--- config.mk ---
export PLATFORM = sky130hd
export DESIGN_NAME = ring_counter4
export DESIGN_NICKNAME = d
export VERILOG_FILES = /design/src/rtl/ring_pkg.sv /design/src/rtl/ring_code_ctr.sv /design/src/rtl/ring_code_dec.sv /design/src/rtl/ring_shift_reg.sv /design/src/rtl/ring_onehot_enc.sv /design/src/rtl/ring_counter4.sv
export SDC_FILE = /design/constraint.sdc
export NUM_CORES = 1
export LEC_CHECK = 0
export BUFFER_PORTS_ARGS = -buffer_cell sky130_fd_sc_hd__buf_4
export CELL_PAD_IN_SITES_DETAIL_PLACEMENT = 1
export CELL_PAD_IN_SITES_GLOBAL_PLACEMENT = 2
export CORE_AREA = 4 4 41 43
export CTS_BUF_LIST = sky130_fd_sc_hd__clkbuf_2 sky130_fd_sc_hd__clkbuf_4 sky130_fd_sc_hd__clkbuf_8
export CTS_CLUSTER_DIAMETER = 40
export CTS_CLUSTER_SIZE = 28
export DETAILED_ROUTE_END_ITERATION = 12
export DIE_AREA = 0 0 45 47
export PLACE_DENSITY_LB_ADDON = 0.1
export SLEW_MARGIN = 20
export SYNTH_ARGS = -nofsm -noshare
export SYNTH_HDL_FRONTEND = slang
export SYNTH_SLANG_ARGS = --single-unit
--- constraint.sdc ---
create_clock -name clk -period 1.2 [get_ports clk]
set_clock_uncertainty 0.2 [all_clocks]
set_input_delay 0.06 -clock clk [delete_from_list [all_inputs] [get_ports clk]]
set_output_delay 0.06 -clock clk [all_outputs]
set_load 0.005 [all_outputs]
--- src/rtl/ring_pkg.sv ---
package ring_pkg;
   typedef enum logic {
      FORM_ENCODED = 1'b0,
      FORM_SHIFT   = 1'b1
   } ring_form_e;

   localparam int unsigned RING_LEN = 4;
endpackage

--- src/rtl/ring_code_ctr.sv ---
module ring_code_ctr #(
   parameter int unsigned CW = 2
) (
   input  logic          clk,
   input  logic          rst_n,
   input  logic          adv,
   output logic [CW-1:0] code
);
   always_ff @(posedge clk or negedge rst_n) begin
      if (!rst_n)
         code <= '0;
      else if (adv)
         code <= code + CW'(1);
   end
endmodule

--- src/rtl/ring_code_dec.sv ---
module ring_code_dec #(
   parameter int unsigned N  = 4,
   parameter int unsigned CW = 2
) (
   input  logic [CW-1:0] code,
   output logic [N-1:0]  onehot
);
   always_comb begin
      for (int i = 0; i < N; i++)
         onehot[i] = (code == CW'(i));
   end
endmodule

--- src/rtl/ring_shift_reg.sv ---
module ring_shift_reg #(
   parameter int unsigned N = 4
) (
   input  logic         clk,
   input  logic         rst_n,
   input  logic         adv,
   output logic [N-1:0] ring
);
   localparam logic [N-1:0] START = N'(1);

   always_ff @(posedge clk or negedge rst_n) begin
      if (!rst_n)
         ring <= START;
      else if (adv)
         ring <= {ring[N-2:0], ring[N-1]};
   end
endmodule

--- src/rtl/ring_onehot_enc.sv ---
module ring_onehot_enc #(
   parameter int unsigned N  = 4,
   parameter int unsigned CW = 2
) (
   input  logic [N-1:0]  onehot,
   output logic [CW-1:0] code
);
   always_comb begin
      code = '0;
      for (int i = 0; i < N; i++)
         if (onehot[i]) code = code | CW'(i);
   end
endmodule

--- src/rtl/ring_counter4.sv ---
module ring_counter4 #(
   parameter ring_pkg::ring_form_e FORM = ring_pkg::FORM_ENCODED,
   parameter int unsigned          N    = ring_pkg::RING_LEN
) (
   input  logic                 clk,
   input  logic                 rst_n,
   input  logic                 adv,
   output logic [N-1:0]         q,
   output logic [$clog2(N)-1:0] pos_code
);
   localparam int unsigned CW = $clog2(N);

   if (N != 4) begin : g_len_bad
      $error("ring_counter4: N must be 4");
   end

   if (FORM == ring_pkg::FORM_ENCODED) begin : g_enc
      logic [CW-1:0] code_r;

      ring_code_ctr #(.CW(CW)) u_ctr (
         .clk   (clk),
         .rst_n (rst_n),
         .adv   (adv),
         .code  (code_r)
      );

      ring_code_dec #(.N(N), .CW(CW)) u_dec (
         .code   (code_r),
         .onehot (q)
      );

      assign pos_code = code_r;
   end else begin : g_shift
      logic [N-1:0] ring_r;

      ring_shift_reg #(.N(N)) u_ring (
         .clk   (clk),
         .rst_n (rst_n),
         .adv   (adv),
         .ring  (ring_r)
      );

      ring_onehot_enc #(.N(N), .CW(CW)) u_enc (
         .onehot (ring_r),
         .code   (pos_code)
      );

      assign q = ring_r;
   end
endmodule

==> insert_results.sql <==
INSERT INTO impl_metrics (metric_group, metric, value, unit) VALUES
('run_status', 'run_status', 'finished with violations', ''),
('run_status', 'violations', 'setup timing', ''),
('clocking', 'clk_pin_slew', '0.03', 'ns'),
('worst_setup_path', 'timing.critical_path.required', '0.94', 'ns'),
('pwr', 'power_density', '2640', 'mW/mm^2'),
('yosys', 'post-synth-top-area-fraction', '38.1', '%'),
('yosys', 'synthesized_instance_count', '10', ''),
('timing', 'setup-violations-final', '6', ''),
('worst_setup_path', 'critical_path.startpoint_type', 'flip-flop', ''),
('timing', 'achievable-frequency', '778', 'MHz'),
('layout', 'reg_top3', 'g_enc.u_ctr.code x2', ''),
('global_route', 'grt_usage', '4.42', '%'),
('global_route', 'largest_net_degree_at_the_start_of_global_routing', '5', ''),
('yosys', 'synthTopCellsByCount', 'ha_1, dfrtp_1, inv_1', ''),
('global_route', 'groute.layer.met2.usage', '5.93', '%'),
('worst_setup_path', 'critical_path.reg2reg.startpoint', 'g_enc.u_ctr.code[1]$_DFFE_PN0P_', ''),
('floorplanning', 'io-pin-count', '9', ''),
('timing', 'timing.final.ws_setup', '-0.0857', 'ns'),
('clocking', 'clock_latency_late_sink', '0.22', 'ns'),
('worst_setup_path', 'critPathKind', 'reg2out', ''),
('yosys', 'synth_sequential_area_ratio', '38.1', '%'),
('floorplanning', 'initial_utilization', '10.1', '%'),
('layout', 'nets', '40', ''),
('worst_setup_path', 'r2r_setup_slack', '-0.05', 'ns'),
('timing', 'rsz0062_at_grt', 'yes', ''),
('clocking', 'tritoncts', 'yes', ''),
('floorplanning', 'placement_rows', '13', ''),
('placed_design', 'routabilityCongestion', '0.580', ''),
('flow_run', 'max-cap-violations', '0', ''),
('global_route', 'overall_overflow_remaining_after_global_route', '0', ''),
('timing', 'finalSetupTns', '-0.315', 'ns'),
('floorplanning', 'die_width', '45', 'um'),
('worst_setup_path', 'critPathArrivalTime', '1.03', 'ns'),
('clocking', 'clock_path_buffers', '2', ''),
('layout', 'largest_register_ffs', '2', ''),
('clocking', 'cts_root_buffer', 'clkbuf_4', ''),
('worst_setup_path', 'worst-r2r-cell-count', '3', ''),
('min_path', 'hp-start', 'adv', ''),
('global_route', 'wire_length_of_the_first_global_routing_pass', '621', 'um'),
('clocking', 'cts_htree_levels', '1', ''),
('yosys', 'synth_enable_flop_cells', '0', ''),
('routing', 'detailedRoute.firstIterationViolations', '0', ''),
('clocking', 'cts_inserted_buffers', '3', ''),
('timing', 'drv_slew', '0', ''),
('min_path', 'whs_endpoint', 'g_enc.u_ctr.code[0]$_DFFE_PN0P_', ''),
('placed_design', 'buffer_ports.inserted', '8', ''),
('layout', 'drive_above_1_share', '80.6', '%'),
('yosys', 'synth_area', '131', 'sq um'),
('global_route', 'number_of_antenna_violations_at_the_first_check_in_global_routing', '0', ''),
('yosys', 'yosysTopAreaCell', 'dfrtp_1', ''),
('routing', 'num_vias', '143', ''),
('routing', 'drcViolationCount', '0', ''),
('routing', 'drt_pass1_iterations', '1', ''),
('timing', 'finalCritPeriodShare', '107', '%'),
('pwr', 'report.power.total', '0.00108', 'W'),
('timing', 'min_period', '1.29', 'ns'),
('min_path', 'worst_hold_path_type', 'in2reg', ''),
('worst_setup_path', 'cpPeakStageDelay', '0.37', 'ns'),
('clocking', 'clk_sinks', '2', ''),
('worst_setup_path', 'rr_endpoint', 'g_enc.u_ctr.code[1]$_DFFE_PN0P_', ''),
('timing', 'tightestPinTransition', '0.123', 'ns'),
('worst_setup_path', 'endpoint_kind', 'output pin', ''),
('yosys', 'yosys_warnings', '0', ''),
('floorplanning', 'die_height', '47', 'um'),
('min_path', 'worst_hold_path.num_cells', '3', ''),
('yosys', 'yosys_register_bits', '2', ''),
('yosys', 'mappedNetlistNets', '17', ''),
('global_route', 'gr-max-usage-layer', 'met4', ''),
('pwr', 'power.leakage', '0.189', 'nW'),
('routing', 'drt_wl_total', '389', 'um'),
('floorplanning', 'floorplan.core_area', '0.00130', 'sq mm');
-- how the worst max path moves through the flow --
stage	slack, ns	endpoint	cells after the start	from
after CTS	-0.08	g_enc.u_ctr.code[1]$_DFFE_PN0P_	3	g_enc.u_ctr.code[1]$_DFFE_PN0P_
final	-0.09	q[1]	4	g_enc.u_ctr.code[1]$_DFFE_PN0P_
after global routing	-0.11	q[2]	4	g_enc.u_ctr.code[0]$_DFFE_PN0P_
after floorplan	-0.11	g_enc.u_ctr.code[1]$_DFFE_PN0P_	3	g_enc.u_ctr.code[0]$_DFFE_PN0P_
after global placement	-0.05	g_enc.u_ctr.code[1]$_DFFE_PN0P_	3	g_enc.u_ctr.code[0]$_DFFE_PN0P_
after detailed placement	-0.05	g_enc.u_ctr.code[1]$_DFFE_PN0P_	3	g_enc.u_ctr.code[0]$_DFFE_PN0P_
-- critical path, delay by kind of cell (launching register included) --
family     cells  cell delay, ns
fa+ha+maj      1            0.14
flops          1            0.37
buf+inv        3            0.30
-- cell type report --
class / instances / area [sq um]
fill: 142 / 891
timing repair buffer: 18 / 188
multi-input combinational: 6 / 124
sequential: 2 / 50.0
clock buffer: 3 / 22.5
tap: 15 / 18.8
inverter: 2 / 7.51
-- metrics by stage --
stage	instances	setup slack [ns]	utilization, %	instance area (sq um)
3_3_place_gp	37	-0.0527	18.5	240
6_report	46	-0.0857	31.5	410
4_1_cts	46	-0.0775	30.3	394
5_1_grt	46	-0.114	31.5	410
3_5_place_dp	37	-0.0546	18.5	240
2_1_floorplan	10	-0.110	-	131
-- where the power goes --
group / internal [W] / switching, W / total, W
registers: 0.000104 / 0.0000305 / 0.000135
clock network: 0.000110 / 0.0000363 / 0.000146
logic: 0.000528 / 0.000275 / 0.000803
total: 0.000742 / 0.000342 / 0.00108
-- placed cells by master (no fill, tap or decap), drive strengths merged --
cell	n
buf	15
xor2	1
mux2	1
dfrtp	2
clkbuf	3
ha	4
dlygate4sd3	3
inv	2
-- cell families (layout without fill, tap and decap cells) --
group	after synthesis	count (layout)	share of synthesized area, %
flops	2	2	38.1
fa+ha+maj	4	4	38.1
buf+inv	2	23	5.72
xor+xnor	1	1	6.67
mux	1	1	11.4
-- per-layer routing --
layer,share of wire (%),routed length (um),up-vias
li1,-,-,72
met1,41,161,65
met5,0,0,-
met3,9.0,35,0
met4,0,0,0
met2,49,192,6
-- what timing repair did --
action,4_1_cts,5_1_grt
hold buffers,3,0
pin swaps,1,1
endpoints found under the setup margin,5,7
endpoints found under the hold margin,4,0
resized for setup,19,2
buffers inserted,3,0
No activity file was read; power rests on OpenSTA's default activity.
